==> src/rtl/smb_pkg.sv <==
package smb_pkg;
  typedef enum logic [2:0] {
    ST_IDLE,
    ST_ADDR,
    ST_CMD,
    ST_WCNT,
    ST_WDATA,
    ST_RD,
    ST_SKIP
  } smb_st_e;
endpackage

==> src/rtl/smb_filter.sv <==
module smb_filter #(
  parameter int   SYNC    = 2,
  parameter int   FILT    = 2,
  parameter logic RST_VAL = 1'b1
) (
  input  logic clk,
  input  logic rst_n,
  input  logic din,
  output logic dout
);
  logic [SYNC-1:0] sy;
  logic [FILT-1:0] hist;

  always_ff @(posedge clk or negedge rst_n) begin
    if (!rst_n) begin
      sy   <= {SYNC{RST_VAL}};
      hist <= {FILT{RST_VAL}};
      dout <= RST_VAL;
    end else begin
      sy   <= {sy[SYNC-2:0], din};
      hist <= {hist[FILT-2:0], sy[SYNC-1]};
      if (&hist)       dout <= 1'b1;
      else if (~|hist) dout <= 1'b0;
    end
  end
endmodule

==> src/rtl/smb_proto.sv <==
module smb_proto
  import smb_pkg::*;
#(
  parameter logic [6:0] DEV_ADDR = 7'h2C,
  parameter int         IW       = 3
) (
  input  logic          clk,
  input  logic          rst_n,
  input  logic          scl_f,
  input  logic          sda_f,
  input  logic [7:0]    reg_rdata,
  output logic [IW-1:0] reg_idx,
  output logic          sda_oe,
  output logic          wr_en,
  output logic [IW-1:0] wr_idx,
  output logic [7:0]    wr_data
);
  localparam int         NREG     = 1 << IW;
  localparam logic [7:0] CNT_BYTE = 8'(NREG);

  smb_st_e     st;
  logic        scl_d, sda_d, in_ack, mack, blk, cnt_first;
  logic [3:0]  bc;
  logic [7:0]  sh, tx, left;
  logic        scl_rise, scl_fall, start_c, stop_c;

  assign scl_rise = scl_f & ~scl_d;
  assign scl_fall = ~scl_f & scl_d;
  assign start_c  = scl_f & scl_d & sda_d & ~sda_f;
  assign stop_c   = scl_f & scl_d & ~sda_d & sda_f;

  always_ff @(posedge clk or negedge rst_n) begin
    if (!rst_n) begin
      st <= ST_IDLE;   scl_d <= 1'b1; sda_d <= 1'b1;
      in_ack <= 1'b0;  mack <= 1'b0;  blk <= 1'b0; cnt_first <= 1'b0;
      bc <= '0; sh <= '0; tx <= '0; left <= '0;
      reg_idx <= '0; sda_oe <= 1'b0;
      wr_en <= 1'b0; wr_idx <= '0; wr_data <= '0;
    end else begin
      scl_d <= scl_f;
      sda_d <= sda_f;
      wr_en <= 1'b0;
      if (start_c) begin
        st <= ST_ADDR; bc <= '0; in_ack <= 1'b0; sda_oe <= 1'b0;
      end else if (stop_c) begin
        st <= ST_IDLE; in_ack <= 1'b0; sda_oe <= 1'b0;
      end else if (st != ST_IDLE && st != ST_SKIP) begin
        if (scl_rise) begin
          if (in_ack) mack <= ~sda_f;
          else begin
            bc <= bc + 4'd1;
            sh <= {sh[6:0], sda_f};
          end
        end else if (scl_fall) begin
          if (in_ack) begin
            in_ack <= 1'b0;
            bc     <= '0;
            if (st == ST_RD) begin
              if (mack) begin
                if (cnt_first) begin
                  tx <= CNT_BYTE; sda_oe <= ~CNT_BYTE[7]; cnt_first <= 1'b0;
                end else begin
                  tx <= reg_rdata; sda_oe <= ~reg_rdata[7];
                  reg_idx <= reg_idx + 1'b1;
                end
              end else begin
                st <= ST_SKIP; sda_oe <= 1'b0;
              end
            end else sda_oe <= 1'b0;
          end else if (bc == 4'd8) begin
            in_ack <= 1'b1;
            unique case (st)
              ST_ADDR: begin
                if (sh[7:1] == DEV_ADDR) begin
                  sda_oe <= 1'b1;
                  if (sh[0]) begin
                    st <= ST_RD; mack <= 1'b1; cnt_first <= blk;
                  end else st <= ST_CMD;
                end else st <= ST_SKIP;
              end
              ST_CMD: begin
                sda_oe  <= 1'b1;
                blk     <= ~sh[7];
                reg_idx <= sh[IW-1:0];
                left    <= 8'd1;
                st      <= sh[7] ? ST_WDATA : ST_WCNT;
              end
              ST_WCNT: begin
                sda_oe <= 1'b1; left <= sh; st <= ST_WDATA;
              end
              ST_WDATA: begin
                if (left != 8'd0) begin
                  sda_oe  <= 1'b1;
                  left    <= left - 8'd1;
                  reg_idx <= reg_idx + 1'b1;
                  wr_en   <= 1'b1;
                  wr_idx  <= reg_idx;
                  wr_data <= sh;
                end else st <= ST_SKIP;
              end
              default: sda_oe <= 1'b0;
            endcase
          end else if (st == ST_RD && bc != 4'd0) begin
            tx     <= {tx[6:0], 1'b0};
            sda_oe <= ~tx[6];
          end
        end
      end
    end
  end
endmodule

==> src/rtl/smb_regbank.sv <==
module smb_regbank #(
  parameter int         IW     = 3,
  parameter int         ID_IDX = 7,
  parameter logic [7:0] ID_VAL = 8'h3A
) (
  input  logic                  clk,
  input  logic                  rst_n,
  input  logic                  wr_en,
  input  logic [IW-1:0]         widx,
  input  logic [7:0]            wdata,
  input  logic [IW-1:0]         ridx,
  output logic [7:0]            rdata,
  output logic [(8<<IW)-1:0]    cfg_flat,
  output logic                  stb,
  output logic [IW-1:0]         stb_idx,
  output logic [7:0]            stb_data
);
  localparam int NREG = 1 << IW;

  for (genvar g = 0; g < NREG; g++) begin : g_reg
    if (g == ID_IDX) begin : g_ro
      assign cfg_flat[g*8 +: 8] = ID_VAL;
    end else begin : g_rw
      logic [7:0] r;
      always_ff @(posedge clk or negedge rst_n) begin
        if (!rst_n) r <= '0;
        else if (wr_en && widx == IW'(g)) r <= wdata;
      end
      assign cfg_flat[g*8 +: 8] = r;
    end
  end

  assign rdata = cfg_flat[int'(ridx)*8 +: 8];

  always_ff @(posedge clk or negedge rst_n) begin
    if (!rst_n) begin
      stb <= 1'b0; stb_idx <= '0; stb_data <= '0;
    end else begin
      stb      <= wr_en && (widx != IW'(ID_IDX));
      stb_idx  <= widx;
      stb_data <= wdata;
    end
  end
endmodule

==> src/rtl/smb_reg_slave.sv <==
module smb_reg_slave #(
  parameter logic [6:0] DEV_ADDR = 7'h2C,
  parameter int         IW       = 3,
  parameter int         ID_IDX   = 7,
  parameter logic [7:0] ID_VAL   = 8'h3A,
  parameter int         SYNC     = 2,
  parameter int         FILT     = 2
) (
  input  logic                  clk,
  input  logic                  rst_n,
  input  logic                  scl_i,
  input  logic                  sda_i,
  output logic                  sda_oe,
  output logic [(8<<IW)-1:0]    cfg_flat,
  output logic                  wr_stb,
  output logic [IW-1:0]         wr_idx,
  output logic [7:0]            wr_data
);
  logic [1:0]    raw, filt;
  logic [7:0]    rdata;
  logic [IW-1:0] ridx, p_widx;
  logic [7:0]    p_wdata;
  logic          p_wen;

  assign raw = {scl_i, sda_i};

  for (genvar i = 0; i < 2; i++) begin : g_in
    smb_filter #(.SYNC(SYNC), .FILT(FILT), .RST_VAL(1'b1)) u_filt (
      .clk(clk), .rst_n(rst_n), .din(raw[i]), .dout(filt[i])
    );
  end

  smb_proto #(.DEV_ADDR(DEV_ADDR), .IW(IW)) u_proto (
    .clk(clk), .rst_n(rst_n), .scl_f(filt[1]), .sda_f(filt[0]),
    .reg_rdata(rdata), .reg_idx(ridx), .sda_oe(sda_oe),
    .wr_en(p_wen), .wr_idx(p_widx), .wr_data(p_wdata)
  );

  smb_regbank #(.IW(IW), .ID_IDX(ID_IDX), .ID_VAL(ID_VAL)) u_bank (
    .clk(clk), .rst_n(rst_n), .wr_en(p_wen), .widx(p_widx), .wdata(p_wdata),
    .ridx(ridx), .rdata(rdata), .cfg_flat(cfg_flat),
    .stb(wr_stb), .stb_idx(wr_idx), .stb_data(wr_data)
  );
endmodule

==> config.mk <==
export PLATFORM = sky130hd
export DESIGN_NAME = smb_reg_slave
export DESIGN_NICKNAME = d
export VERILOG_FILES = /design/src/rtl/smb_pkg.sv /design/src/rtl/smb_filter.sv /design/src/rtl/smb_proto.sv /design/src/rtl/smb_regbank.sv /design/src/rtl/smb_reg_slave.sv
export SDC_FILE = /design/constraint.sdc
export NUM_CORES = 1
export LEC_CHECK = 0
export BUFFER_PORTS_ARGS = -buffer_cell sky130_fd_sc_hd__buf_2
export CAP_MARGIN = 0
export CORE_ASPECT_RATIO = 0.9
export CORE_MARGIN = 2
export CORE_UTILIZATION = 43
export CTS_BUF_LIST = sky130_fd_sc_hd__clkbuf_8
export CTS_CLUSTER_SIZE = 16
export DETAILED_ROUTE_END_ITERATION = 6
export GPL_TIMING_DRIVEN = 0
export HOLD_SLACK_MARGIN = 0.08
export PLACE_DENSITY = 0.7
export SLEW_MARGIN = 20
export SYNTH_ARGS = -nofsm -noshare
export SYNTH_HDL_FRONTEND = slang
export SYNTH_SLANG_ARGS = --single-unit
==> constraint.sdc <==
create_clock -name clk -period 6.3 [get_ports clk]
set_clock_uncertainty 0.15 [all_clocks]
set_input_delay 1.26 -clock clk [delete_from_list [all_inputs] [get_ports clk]]
set_output_delay 1.26 -clock clk [all_outputs]
set_load 0.1 [all_outputs]
-- After elaboration in Yosys (flattened, before gate mapping)
Cells that the tools add are included.
- register bits: 130
- input port bits: 4
- output and inout port bits: 77
- logic and storage cells: 223
- add/subtract/negate cells: 3
- equal/unequal tests: 33
- shift-type cells: 1
- mux-type cells: 85
- bitwise operators: 18
- reduce and logical (&&, ||, !) cells: 51
- operator list (operator ; number):
    $shiftx A64 B7 Y8 ; 1
    $mux W3 ; 19
    $mux W1 ; 48
    $mux W7 ; 6
    $mux W4 ; 7
    $reduce_and A9 Y1 ; 3
    $pmux W8 S3 ; 1
    $reduce_and A11 Y1 ; 2
    $reduce_bool A2 Y1 ; 11
    $reduce_bool A3 Y1 ; 7
    $reduce_and A8 Y1 ; 2
    $eq A3 B3 Y1 const B ; 5
    $eq A3 B2 Y1 const B ; 4
    $ne A2 B1 Y1 const B ; 6
    $ne A3 B3 Y1 const B ; 4
    $ne A6 B3 Y1 const B ; 2
    $pmux W3 S4 ; 1
    $not A1 Y1 ; 11
    $logic_and A1 B1 Y1 ; 10
    $reduce_and A10 Y1 ; 1
    $reduce_and A5 Y1 ; 2
    $mux W8 ; 1
    $ne A2 B2 Y1 const B ; 4
    $ne A4 B4 Y1 const B ; 2
    other kinds (20) ; 31

-- Longest topological paths before layout
- depth after elaboration: 11
- depth in mapped cells: 11
- mapped depth without buffers: 9

-- Modules after synthesis
A second synthesis with hierarchy kept.
- cell total of the unflattened synthesis: 519
- area, all modules: 6346.1 µm²
- by module, submodules not included (module ; times used ; cells an instance ; area each (µm²) ; seq. area each (µm²)):
    smb_regbank ; 1 ; 207 ; 3035.4 ; 1701.6
    smb_proto ; 1 ; 298 ; 2992.9 ; 1303.8
    smb_filter ; 2 ; 7 ; 158.9 ; 131.4

-- Worst setup path after synthesis
No wires, ideal clock.
- kind: reg-to-reg
- start: reg u_proto.scl_d
- end: reg u_proto.wr_data[1]
- setup time: 125 ps
- arrival: 2074 ps
- required time: 6025 ps
- slack: 3951 ps
- stages on the path, launching flop included: 11
- buffers on the path: 2
- period minus slack after synthesis: 2349 ps
- path through: dfstp_2 inv_1 ha_1 clkbuf_1 inv_1 ha_1 nand2_1 a211oi_1 nand2_1 buf_2 mux2_2
- longest elaborated chain between the ends: 5
- elaborated cells on any way between the ends: 12
- those cells by class: 11 x bitwise; 1 x reduce/logical
- ends and longest elaborated chain (item ; line ; RTL):
    from (decl) ; smb_proto.sv:22 ; logic scl_d, sda_d, in_ack, mack, blk, cnt_first;
    from (signal assigned) ; smb_proto.sv:40 ; scl_d <= scl_f;
    $and A1 B1 Y1 ; smb_proto.sv:29, smb_proto.sv:30 ;
    $and A1 B1 Y1 (on tied branches) (2 in a row) ; smb_proto.sv:29, smb_proto.sv:30 ;
    $not A1 Y1 (no line) ; -- ;
    $reduce_and A9 Y1 (no line) (*) ; -- ;
    to (signal assigned) ; smb_proto.sv:98 ; wr_data <= sh;
    to (decl) ; smb_proto.sv:16 ; output logic [7:0] wr_data
Mark *: on every way between the ends. The rest lies on a longest branch, timed or not.
A chain may end at the register's enable or synchronous reset.

-- Final worst setup path
- start: reg u_proto.in_ack
- end: reg u_proto.wr_data[6]
- longest elaborated chain between the ends: 2
- ends and longest elaborated chain (item ; line ; RTL):
    from (decl) ; smb_proto.sv:22 ;
    from (signal assigned) ; smb_proto.sv:35 ; in_ack <= 1'b0; mack <= 1'b0; blk <= 1'b0; cnt_first <= 1'b0;
    from (signal assigned) ; smb_proto.sv:44 ; st <= ST_ADDR; bc <= '0; in_ack <= 1'b0; sda_oe <= 1'b0;
    from (signal assigned) ; smb_proto.sv:46 ; st <= ST_IDLE; in_ack <= 1'b0; sda_oe <= 1'b0;
    $not A1 Y1 (no line) ; -- ;
    $reduce_and A9 Y1 (no line) ; -- ;
No other way between the ends.

==> results.cfg <==
[job]
cap_violations = 0

[sta]
finalCritPeriodShare_pct = 44.5
period_needed_ns = 2.81
finalHoldViolations = 0
finalWorstSetupSlack_ns = 3.49
drv_slew = 0
tns_ns = 0
whs_ns = 0.206
relSlewSlack_pct = 38.7
rsz0062_at_grt = no
setup_viol = 0
worstMarginPinSlew_ns = 0.914
fmax_ghz = 0.356

[cts]
cts-buffers-inserted = 17
path_clk_slew_ns = 0.07
cts_hold_buf = 0
cts_tree = done
post_cts_buffers = 0
cts.sinks = 130
root_buffer = clkbuf_8
clk_latency_ns = 0.46
clk_path_buf_depth = 2
htree_levels = 4
cts-resized-gates = 0

[grt]
first_global_vias = 4264
gr-total-overflow = 0
antenna_found_initial = 0
grt_use_total_pct = 19.2
grt_pass1_wl_um = 22600
grt_max_degree = 69

[critical_path]
rrSetupSlack_ns = 3.49
critical_path_depth = 8
cp.buffers_inverters = 3
reg2reg_to = u_proto.wr_data[6]$_DFFE_PN0P_
worstPathRequired_ns = 6.49
critPathMaxStageDelay_ns = 0.48
critical_path.startpoint = u_proto.in_ack$_DFFE_PN0P_
path_cells = inv_1 > clkbuf_1 > ha_1 > nand2_1 > a211oi_1 > nand2_1 > buf_2 > mux2_2
start_kind = flip-flop
r2r_cells = 8
worstSetupPathType = flip-flop to flip-flop
crit_path_end = u_proto.wr_data[6]$_DFFE_PN0P_
crit_top_cell = nand2_1
cp_data_arrival_time_ns = 3.00
critPathCaptureType = flip-flop
path_max_fanout = 10
rr_startpoint = u_proto.in_ack$_DFFE_PN0P_
critPathTopFamily = buffers and inverters
crit_slowest_cell = a211oi_1

[die]
die_y_um = 118
die_x_um = 130
die-area_mm2 = 0.0153
start_util_pct = 44.0
num_rows = 41
io_pins = 81
core_area_mm2 = 0.0140

[finish]
antenna-diode-count = 0
final_common_cell = dfrtp_1
fin_util_pct = 51.8
areaGrowthSynthToFinish_pct = 17.8
drive_gt1_share_pct = 41.3
final_cell_mix = dfrtp_1, mux2_2, buf_2
fin_area_mm2 = 0.00726
fin_nets = 596
final_cells = 786

[yosys]
synth_fa_ha_area_share_pct = 2.44
synth-seq-cells = 130
synthFlopType = dfrtp_1
synthMuxAreaShare_pct = 21.7
synthArstFlopShare_pct = 100
yosysWarnings = 0
syn-cell-area_mm2 = 0.00616
ys_seq_area_share_pct = 53.0
synth-xor-area-share_pct = 0.284
synth_compound_area_share_pct = 10.5
yosys-top-cells-area = dfrtp_1, mux2_2, dfstp_2, mux4_2, mux2i_1
ys_types = 65
synthSimpleGateAreaFrac_pct = 8.49
synth_top_family_by_area = multiplexers
synth_edf_count = 0
netlist.area_leader.share_pct = 47.9
avgSynthCellArea_um2 = 12.8
synth_largest_area_cell = dfrtp_1
syn_inst = 482

[power]
fin_total_pwr_mw = 1.76
leakage_nw = 3.51
power_density_mw_per_mm2 = 243
ir_worst_vdd_mv = 0.146

[place]
pre_cts_ws_ns = 3.57
gp_congestion = 0.851
place_hpwl_um = 9790
placed_area_mm2 = 0.00682
dp.cells = 754
port-buffer-count = 72

[routing]
drc_errors = 0
drt_iter0_markers = 280
routed_via_density = 5.41
ant_nets = 0
wire_per_inst_um = 17.6
finalWirelength_um = 13900
num_vias = 4254
firstDrtPassIters = 5

[status]
status = finished clean

[min_path]
min_path_type = flip-flop to flip-flop
==> synthesized netlist by cell type, types with 3 or more instances <==
master	count
dfrtp_1	118
mux2_2	86
o21ai_0	31
nor2_1	23
a21oi_1	18
mux2i_1	16
inv_1	14
nand2_1	14
dfstp_2	12
ha_1	12
buf_4	11
clkbuf_1	9
mux4_2	8
buf_2	6
nor2b_1	6
o2bb2ai_1	6
nand3_1	5
a211oi_1	4
nand2b_1	4
nand4b_1	4
nor3_1	4
nor3b_2	4
o21a_1	4
o31ai_1	4
a221oi_1	3
and3_1	3
nand3b_1	3
nor3b_1	3
o211ai_1	3
==> power breakdown <==
part | internal (mW) | total [mW] | switching [mW]
Combinational | 0.0365 | 0.118 | 0.0819
Clock | 0.440 | 0.779 | 0.339
Sequential | 0.851 | 0.863 | 0.0125
==> worst register-to-register path: cells and delay by family, from the launching register on <==
kind | cells | cell delay (ns)
adders and majority gates | 1 | 0.23
AOI/OAI and AO/OA | 1 | 0.48
muxes | 1 | 0.31
and+or+nand+nor | 2 | 0.24
buffers and inverters | 3 | 0.85
DFF | 1 | 0.43
==> kinds of logic (layout without fill, tap and decap cells) <==
group / count (synthesis) / in the layout
multiplexers: 112 / 112
buffers and inverters: 41 / 146
AND/OR/NAND/NOR: 87 / 87
XOR/XNOR: 2 / 2
flip-flops: 130 / 130
other: 2 / 8
AO/OA/AOI/OAI: 96 / 96
adder cells (fa/ha/maj): 12 / 12
==> state kept, by name (all words and copies together) (netlist names), 4 cells and up <==
name and flops:
u_proto.bc 4, u_proto.left 8, u_bank.stb_data 8, u_proto.wr_data 8, g_in.u_filt.sy 4, u_proto.sh 8, g_in.u_filt.hist 4, u_bank.g.g_rw.r 56
u_proto.tx 7
==> cell type report <==
type                    instances  area, um2
fillers                      1215       6750
flip-flops and latches        130       3270
multi-input cells             317       2710
repair buffers                 73        394
clock buffers                  18        248
well taps                     193        241
clock inverters                14        189
plain buffers                  27        158
inverters                      14       52.6
==> layer usage <==
metal | track usage [%] | wire length [um]
met5 | 0 | 0
met4 | 8.27 | 244
met3 | 4.55 | 683
met2 | 28.3 | 6610
met1 | 27.1 | 6320
==> worst min-delay path by stage <==
stage / from / to / cells past startpoint
2_1_floorplan: g_in[0].u_filt.sy[1]$_DFF_PN1_ / g_in[0].u_filt.hist[0]$_DFF_PN1_ / 0
3_3_place_gp: g_in[1].u_filt.sy[1]$_DFF_PN1_ / g_in[1].u_filt.hist[0]$_DFF_PN1_ / 0
3_5_place_dp: g_in[1].u_filt.sy[0]$_DFF_PN1_ / g_in[1].u_filt.sy[1]$_DFF_PN1_ / 0
4_1_cts: g_in[0].u_filt.sy[0]$_DFF_PN1_ / g_in[0].u_filt.sy[1]$_DFF_PN1_ / 0
5_1_grt: g_in[1].u_filt.sy[1]$_DFF_PN1_ / g_in[1].u_filt.hist[0]$_DFF_PN1_ / 0
6_report: g_in[0].u_filt.sy[0]$_DFF_PN1_ / g_in[0].u_filt.sy[1]$_DFF_PN1_ / 0
Power figures use the tool's default switching activity.
